<file path="src/rtl/gpio_irq_pkg.sv">
package gpio_irq_pkg;
  // word indices inside the register window
  localparam int unsigned WORD_DATA  = 0;
  localparam int unsigned WORD_OE    = 1;
  localparam int unsigned WORD_LEVEL = 2;
  localparam int unsigned WORD_CLO   = 3;
  localparam int unsigned WORD_CHI   = 4;
  localparam int unsigned WORD_MASK  = 5;
  localparam int unsigned WORD_STAT  = 6;
  localparam int unsigned WORD_BOTH  = 7;
  localparam int unsigned WORD_LAST  = 7;

  typedef enum logic [1:0] {
    TRIG_LOW  = 2'd0,
    TRIG_HIGH = 2'd1,
    TRIG_RISE = 2'd2,
    TRIG_FALL = 2'd3
  } trig_e;
endpackage

</file>
<file path="src/rtl/gpio_pad_sync.sv">
module gpio_pad_sync #(
  parameter int W = 32
) (
  input  logic         clk,
  input  logic         rst_n,
  input  logic [W-1:0] raw,
  output logic [W-1:0] cur,
  output logic [W-1:0] prev
);
  logic [W-1:0] meta_q, cur_q, prev_q;
  logic [1:0]   age_q;

  always_ff @(posedge clk or negedge rst_n) begin
    if (!rst_n) begin
      meta_q <= '0;
      cur_q  <= '0;
      prev_q <= '0;
      age_q  <= '0;
    end else begin
      meta_q <= raw;
      cur_q  <= meta_q;
      prev_q <= cur_q;
      if (age_q != 2'd2) age_q <= age_q + 2'd1;
    end
  end

  assign cur  = cur_q;
  assign prev = prev_q;

  AST_SYNC_LATENCY: assert property (@(posedge clk) disable iff (!rst_n)
    (age_q == 2'd2) |-> (cur == $past(raw, 2)));
endmodule

</file>
<file path="src/rtl/gpio_trig_detect.sv">
module gpio_trig_detect
  import gpio_irq_pkg::*;
#(
  parameter int NPINS = 32
) (
  input  logic               clk,
  input  logic               rst_n,
  input  logic [NPINS-1:0]   cur,
  input  logic [NPINS-1:0]   prev,
  input  logic [2*NPINS-1:0] codes,
  input  logic [NPINS-1:0]   both_sel,
  output logic [NPINS-1:0]   hit
);
  logic [NPINS-1:0] changed;
  assign changed = cur ^ prev;

  for (genvar p = 0; p < NPINS; p++) begin : g_pin
    trig_e code;
    assign code = trig_e'(codes[2*p +: 2]);
    always_comb begin
      if (both_sel[p]) begin
        hit[p] = changed[p];
      end else begin
        unique case (code)
          TRIG_LOW:  hit[p] = ~cur[p];
          TRIG_HIGH: hit[p] = cur[p];
          TRIG_RISE: hit[p] = cur[p] & ~prev[p];
          TRIG_FALL: hit[p] = ~cur[p] & prev[p];
        endcase
      end
    end
  end

  AST_BOTH_NEEDS_CHANGE: assert property (@(posedge clk) disable iff (!rst_n)
    ((hit & both_sel & ~changed) == '0));
endmodule

</file>
<file path="src/rtl/gpio_irq_port.sv">
module gpio_irq_port
  import gpio_irq_pkg::*;
#(
  parameter int NPINS = 32,
  parameter int AW    = 6
) (
  input  logic             clk,
  input  logic             rst_n,
  input  logic             bus_wr,
  input  logic             bus_rd,
  input  logic [AW-1:0]    bus_addr,
  input  logic [NPINS-1:0] bus_wdata,
  output logic [NPINS-1:0] bus_rdata,
  output logic             bus_rvalid,
  input  logic [NPINS-1:0] pad_in,
  output logic [NPINS-1:0] pad_out,
  output logic [NPINS-1:0] pad_oe,
  output logic             irq_lo,
  output logic             irq_hi
);
  localparam int HALF = NPINS / 2;
  localparam int WW   = AW - 2;

  logic [NPINS-1:0] data_q, oe_q, mask_q, stat_q, both_q;
  logic [NPINS-1:0] clo_q, chi_q;
  logic [NPINS-1:0] lvl_cur, lvl_prev, hit, pending;
  logic [NPINS-1:0] rd_mux, rdata_q;
  logic             rvalid_q;
  logic [WW-1:0]    word;
  logic             in_window;
  logic             wr_data, wr_oe, wr_clo, wr_chi, wr_mask, wr_stat, wr_both;

  assign word      = bus_addr[AW-1:2];
  assign in_window = (word <= WW'(WORD_LAST));
  assign wr_data   = bus_wr && (word == WW'(WORD_DATA));
  assign wr_oe     = bus_wr && (word == WW'(WORD_OE));
  assign wr_clo    = bus_wr && (word == WW'(WORD_CLO));
  assign wr_chi    = bus_wr && (word == WW'(WORD_CHI));
  assign wr_mask   = bus_wr && (word == WW'(WORD_MASK));
  assign wr_stat   = bus_wr && (word == WW'(WORD_STAT));
  assign wr_both   = bus_wr && (word == WW'(WORD_BOTH));

  gpio_pad_sync #(.W(NPINS)) u_sync (
    .clk  (clk),
    .rst_n(rst_n),
    .raw  (pad_in),
    .cur  (lvl_cur),
    .prev (lvl_prev)
  );

  gpio_trig_detect #(.NPINS(NPINS)) u_detect (
    .clk     (clk),
    .rst_n   (rst_n),
    .cur     (lvl_cur),
    .prev    (lvl_prev),
    .codes   ({chi_q, clo_q}),
    .both_sel(both_q),
    .hit     (hit)
  );

  // configuration registers
  always_ff @(posedge clk or negedge rst_n) begin
    if (!rst_n) begin
      data_q <= '0;
      oe_q   <= '0;
      clo_q  <= '0;
      chi_q  <= '0;
      mask_q <= '0;
      both_q <= '0;
    end else begin
      if (wr_data) data_q <= bus_wdata;
      if (wr_oe)   oe_q   <= bus_wdata;
      if (wr_clo)  clo_q  <= bus_wdata;
      if (wr_chi)  chi_q  <= bus_wdata;
      if (wr_mask) mask_q <= bus_wdata;
      if (wr_both) both_q <= bus_wdata;
    end
  end

  // sticky status: new triggers win over a clearing write
  always_ff @(posedge clk or negedge rst_n) begin
    if (!rst_n) begin
      stat_q <= '0;
    end else if (wr_stat) begin
      stat_q <= (stat_q & ~bus_wdata) | hit;
    end else begin
      stat_q <= stat_q | hit;
    end
  end

  // read path
  always_comb begin
    rd_mux = '0;
    if (in_window) begin
      unique case (word)
        WW'(WORD_DATA):  rd_mux = data_q;
        WW'(WORD_OE):    rd_mux = oe_q;
        WW'(WORD_LEVEL): rd_mux = lvl_cur;
        WW'(WORD_CLO):   rd_mux = clo_q;
        WW'(WORD_CHI):   rd_mux = chi_q;
        WW'(WORD_MASK):  rd_mux = mask_q;
        WW'(WORD_STAT):  rd_mux = stat_q;
        default:         rd_mux = both_q;
      endcase
    end
  end

  always_ff @(posedge clk or negedge rst_n) begin
    if (!rst_n) begin
      rdata_q  <= '0;
      rvalid_q <= 1'b0;
    end else begin
      rvalid_q <= bus_rd;
      if (bus_rd) rdata_q <= rd_mux;
    end
  end

  assign bus_rdata  = rdata_q;
  assign bus_rvalid = rvalid_q;
  assign pad_out    = data_q;
  assign pad_oe     = oe_q;
  assign pending    = stat_q & mask_q;
  assign irq_lo     = |pending[HALF-1:0];
  assign irq_hi     = |pending[NPINS-1:HALF];

  AST_STATUS_STICKY: assert property (@(posedge clk) disable iff (!rst_n)
    !wr_stat |=> ((stat_q & $past(stat_q)) == $past(stat_q)));
  AST_UNMAPPED_ZERO: assert property (@(posedge clk) disable iff (!rst_n)
    (bus_rd && !in_window) |=> (bus_rdata == '0));
  AST_PAD_OUT_FOLLOWS: assert property (@(posedge clk) disable iff (!rst_n)
    wr_data |=> (pad_out == $past(bus_wdata)));
  AST_RVALID_PULSE: assert property (@(posedge clk) disable iff (!rst_n)
    bus_rd |=> bus_rvalid);
  AST_HIT_SETS_STATUS: assert property (@(posedge clk) disable iff (!rst_n)
    (hit != '0) |=> ((stat_q & $past(hit)) == $past(hit)));
endmodule

</file>
<file path="config.mk">
export PLATFORM = sky130hd
export DESIGN_NAME = gpio_irq_port
export DESIGN_NICKNAME = d
export VERILOG_FILES = /design/src/rtl/gpio_irq_pkg.sv /design/src/rtl/gpio_pad_sync.sv /design/src/rtl/gpio_trig_detect.sv /design/src/rtl/gpio_irq_port.sv
export SDC_FILE = /design/constraint.sdc
export NUM_CORES = 1
export LEC_CHECK = 0
export BUFFER_PORTS_ARGS = -buffer_cell sky130_fd_sc_hd__buf_4
export CAP_MARGIN = 30
export CORE_ASPECT_RATIO = 1.25
export CORE_MARGIN = 8
export CORE_UTILIZATION = 30
export DETAILED_ROUTE_END_ITERATION = 8
export GPL_TIMING_DRIVEN = 1
export PLACE_DENSITY = 0.48
export RECOVER_POWER = 25
export SLEW_MARGIN = 5
export SYNTH_ARGS = -nofsm -noshare
export SYNTH_HDL_FRONTEND = slang
export SYNTH_SLANG_ARGS = --single-unit
</file>
<file path="constraint.sdc">
create_clock -name clk -period 1.5 [get_ports clk]
set_input_delay 0.15 -clock clk [delete_from_list [all_inputs] [get_ports clk]]
set_output_delay 0.15 -clock clk [all_outputs]
set_load 0.1 [all_outputs]
</file>
---- Yosys cells after proc, flatten, opt, wreduce, memory -nomap -nowiden ----
Index checks and enable logic that the tools add are counted.
operators by class
  order comparisons ....................... 1
  eq/ne operators ......................... 103
  multiplexer cells ....................... 67
  bitwise logic cells ..................... 134
  reductions and logical operators ........ 42
operators by type and width
  cell                                                            count
  case mux 32 bit (7 select lines)                                1
  == test 2 bit, second input constant                            64
  case mux 1 bit (4 select lines)                                 32
  AND 1 bit                                                       64
  AND 32 bit                                                      2
  == test 2 x 1 -> 1 bit, second input constant                   32
  logical NOT 2 bit                                               32
  two-way mux 32 bit                                              2
  inverter 1 bit                                                  64
  OR 32 bit                                                       2
  two-way mux 1 bit                                               32
  inverter 32 bit                                                 1
  OR reduction 16 bit                                             2
  bitwise XOR 32 bit                                              1
  == test 4 x 3 -> 1 bit, second input constant                   4
  == test 4 x 2 -> 1 bit, second input constant                   2
  logical AND 1 bit                                               7
  == test 4 x 1 -> 1 bit, second input constant                   1
  less-or-equal comparator 4 x 3 -> 1 bit, second input constant  1
  logical NOT 4 bit                                               1
storage, ports and cells
  flip-flop bits (word level) ............. 353
  bits of input ports ..................... 74
  output and inout bits ................... 99
  word-level logic and storage cells ...... 359

---- Logic depth before layout (Yosys ltp) ----
  depth in word-level cells ............... 6
  mapped depth ............................ 8
  mapped depth without buffers ............ 6

---- Modules after synthesis ----
Synthesis repeated with hierarchy kept, for this count alone.
second synthesis, totals
  cell total of the unflattened synthesis .. 1348
  area total of the unflattened synthesis .. 17022.6 um2
modules (own cells, without submodules)
  module            times used  cells each  area an instance (um2)  seq. area each (um2)
  gpio_irq_port     1           928         12152.9                 6431.2
  gpio_trig_detect  1           324         2467.4                  0.0
  gpio_pad_sync     1           96          2402.3                  2402.3

---- Least setup slack after synthesis ----
OpenSTA, ideal clock, no wires.
  kind .................................... reg-to-output
  start ................................... register mask_q[15]
  end ..................................... output port irq_lo
  arrival time ............................ 1.725 ns
  setup slack ............................. -0.375 ns
  stages on the path, launching flop included .. 4
  path buffers ............................ 0
  path through ............................ dfrtp_1 a22o_1 a221oi_1 nand4_1
between the ends
  longest elaborated chain between the ends .. 2
RTL lines
  what                      RTL line              text
  start: declaration        gpio_irq_port.sv:24   logic [NPINS-1:0] data_q, oe_q, mask_q, stat_q, both_q;
  start signal: assignment  gpio_irq_port.sv:75   if (wr_mask) mask_q <= bus_wdata;
  AND 32 bit                gpio_irq_port.sv:122  assign pending = stat_q & mask_q;
  OR reduction 16 bit       gpio_irq_port.sv:123  assign irq_lo = |pending[HALF-1:0];
  end: declaration          gpio_irq_port.sv:18   output logic irq_lo,
Every way passes these cells.

---- Worst setup path after layout ----
  start ................................... register stat_q[14]
  end ..................................... output port irq_lo
between the ends
  longest elaborated chain between the ends .. 2
RTL lines
  what                      RTL line              text
  start: declaration        gpio_irq_port.sv:24
  start signal: assignment  gpio_irq_port.sv:85   stat_q <= (stat_q & ~bus_wdata) | hit;
  start signal: assignment  gpio_irq_port.sv:87   stat_q <= stat_q | hit;
  AND 32 bit                gpio_irq_port.sv:122
  OR reduction 16 bit       gpio_irq_port.sv:123
Every way passes these cells.

==> impl_metrics.ini <==
[routing]
route.met2.wl_mm = 28.4
drtPass1Iterations = 5
drt_iter0_markers = 926
remaining_drc_errors = 0
maxUsedRoutingLayer = met4
wl_mm = 58.4
vias_per_cell = 4.93
wl_met1_mm = 24.8
drtAntennaViolNets = 0
wl_per_cell_um = 22.9
met3_length_mm = 3.02
num_vias = 12600

[critical_path]
crit_arrival_ns = 2.02
r2r_setup_slack_ns = 0.02
ff2ff_path_depth = 7
max_stage_delay_ns = 0.43
critical_path_buf_inv_count = 2
cp-startpoint = stat_q[14]$_DFF_PN0_
cp_cell_sequence = a22o_1 > a221oi_2 > buf_4 > nand4_1 > buf_6
cp_max_fo = 3
cp_slowest_cell = dfrtp_1
rr_startpoint = u_sync.cur[15]$_DFF_PN0_
cp.required_ns = 1.35
startpoint_type = flop
cp.depth = 5
crit_family = compound AO/OA/AOI/OAI gates
worst-setup-path-type = flop to output port
reg2reg_to = stat_q[15]$_DFF_PN0_
end_kind = output port

[grt]
grt-ovfl-total = 0
grt_pass1_vias = 13400
grt_use_total_pct = 18.6
grt_pass1_wl_mm = 87.8
antenna_found_initial = 1
grt_max_degree = 49

[logic_synthesis]
synth_top_area_cell = dfrtp_1
yosysWarnings = 0
synthTopCellsByArea = dfrtp_1 54%, mux2_2 6.5%, o21ai_0 6.0%, ha_1 4.9%, nand2_1 3.9%
yosysUniqueCellTypes = 61
ys.flop_type = dfrtp_1
synth_edf_count = 0
syn_inst = 1469
avgSynthCellArea_um2 = 11.2
synth_top_area_share_pct = 53.6
synth_seq_cells = 353
synthArstFlopShare_pct = 100
yosysSeqAreaShare_pct = 53.6
synth_nets = 1607
synth_area_um2 = 16500

[timing]
timing.final.ws_setup_ns = -0.670
skew_ns = 0.0128
drv_slew = 0
max_freq_mhz = 461
finalSetupViolations = 17
slew_headroom_pct = 39.7
grt_setup_unrepaired = yes
hold_viol = 0
final.min_clock_period_ns = 2.17
finalCritPeriodShare_pct = 145
worst_pin_slew_ns = 0.904

[cells_and_area]
final_nets = 1924
stdcell_count = 2554
drive_gt1_share_pct = 29.2
layout_common_cells = 292 x dfrtp_1, 206 x buf_4, 197 x o21ai_0
final_common_cell = dfrtp_1
syn_to_final_growth_pct = 32.1
utilization_pct = 39.8
antenna_cells = 0

[outcome]
status = complete, but fails checks
violations = setup timing

[floorplanning]
core_um2 = 54700
fp-row-count = 96
die_width_um = 226
chipHeight_um = 278
start_util_pct = 30.1
ioPinCount = 173
die_area_um2 = 62700

[placed_design]
dp_cells = 2412
place_congestion = 0.802
post-dp-hpwl_mm = 42.2
port_buffers = 170

[clock_network]
ctsLongestPathBuffers = 3
clock_sinks = 353
cts-buffers-inserted = 41
clock_latency_ns = 0.57
htree_levels = 2
postCtsSetupRepairBufs = 0
cts_tree = yes
clkTransAtPathRegs_ns = 0.06
root_buffer = clkbuf_16

[worst_hold_path]
holdPathStages = 5
hold_path_end = bus_rdata[30]$_DFFE_PN0P_
hold_class = input pin to flop
hp-start = bus_addr[5]

[flow_run]
cap_violations = 0

[power]
power_leakage_uw = 0.00987
vdd_drop_max_mv = 0.962
powerDensity_nw_per_um2 = 1450
-- tightest hold or removal path: stages --
cell      delay (ns)
buf_4           0.11
buf_12          0.14
nor2_1          0.07
nand2b_1        0.07
a32o_1          0.14
-- cells in the mapped netlist, types with 3 or more instances --
library cell / instances
a211o_1: 14
a21oi_1: 6
a221oi_1: 17
a22o_1: 21
a22oi_1: 43
a2bb2oi_1: 9
a31oi_1: 6
a32oi_1: 5
and2_1: 4
buf_2: 15
buf_4: 11
buf_6: 11
clkbuf_1: 42
dfrtp_1: 353
ha_1: 64
inv_1: 97
mux2_1: 6
mux2_2: 95
mux2i_1: 53
mux4_2: 3
nand2_1: 171
nand2b_1: 33
nand3_1: 3
nand3_2: 3
nand3b_1: 3
nor2_1: 8
nor2b_1: 27
o211ai_1: 28
o21a_1: 21
o21ai_0: 197
o22a_1: 16
o22ai_1: 18
o2bb2ai_1: 3
xnor2_1: 25
xor2_1: 5
-- logic make-up (layout without fill, tap and decap cells) --
kind of cell / count (synthesis) / count (layout) / share of synthesized area [%]
compound gates: 420 / 420 / 16.7
xor+xnor: 30 / 30 / 1.59
fa+ha+maj: 64 / 64 / 4.86
buf+inv: 179 / 529 / 5.05
flops: 353 / 353 / 53.6
mux: 157 / 157 / 10.5
simple gates: 266 / 266 / 7.63
-- where the power goes --
part	switching, uW	total, uW	leakage (uW)	internal (uW)
clock	4170	10800	0.000719	6580
combinational	5420	8160	0.00501	2750
sequential	1680	12700	0.00415	11000
total	11300	31600	0.00987	20300
-- how the worst max path moves through the flow --
stage / end / slack, ns
detailed placement: bus_rdata[14]$_DFFE_PN0P_ / -0.22
CTS: irq_lo / -0.70
finish: irq_lo / -0.67
global placement: bus_rdata[14]$_DFFE_PN0P_ / -0.26
global route: irq_lo / -0.75
floorplan: irq_hi / -0.34
-- layout make-up --
type	count	area [um2]
tap	735	920
fill	5281	32900
clock buffer	65	1290
timing repair buffer	355	3220
sequential	353	8920
inverter	98	368
multi-input combinational	937	6870
clock inverter	11	163
-- state kept, by name (all words and copies together) (netlist names) --
name / cells
pad_out: 32
bus_rdata: 32
chi_q: 32
pad_oe: 32
u_sync.prev: 32
stat_q: 32
clo_q: 32
bus_rvalid: 1
u_sync.meta_q: 32
mask_q: 32
both_q: 32
u_sync.cur: 32
-- metrics by stage --
step,area [um2],worst slack (ns),hold WS (ns),TNS [ns],total power [uW]
after floorplan,16600,-0.337,-0.146,-0.762,17900
after global placement,19700,-0.257,0.121,-7.59,20800
after detailed placement,19700,-0.225,0.120,-11.43,21000
after CTS,21800,-0.702,0.0996,-1.31,32000
after global routing,21800,-0.750,0.160,-5.23,33000
final,21800,-0.670,0.155,-1.90,31600
-- metal layers --
layer / vias to the layer above / GRT usage [%]
li1: 5826 / -
met4: 0 / 7.39
met5: - / 0
met3: 100 / 3.34
met1: 6292 / 23.6
met2: 369 / 31.1
-- repair_timing --
action                     in CTS  in global routing
hold endpoints to repair      568                  0
cloned                          0                  0
resized for setup               4                  3
hold buffers                   66                  0
setup endpoints to repair       4                  5
Note: power is estimated with default switching activity, not from simulation.
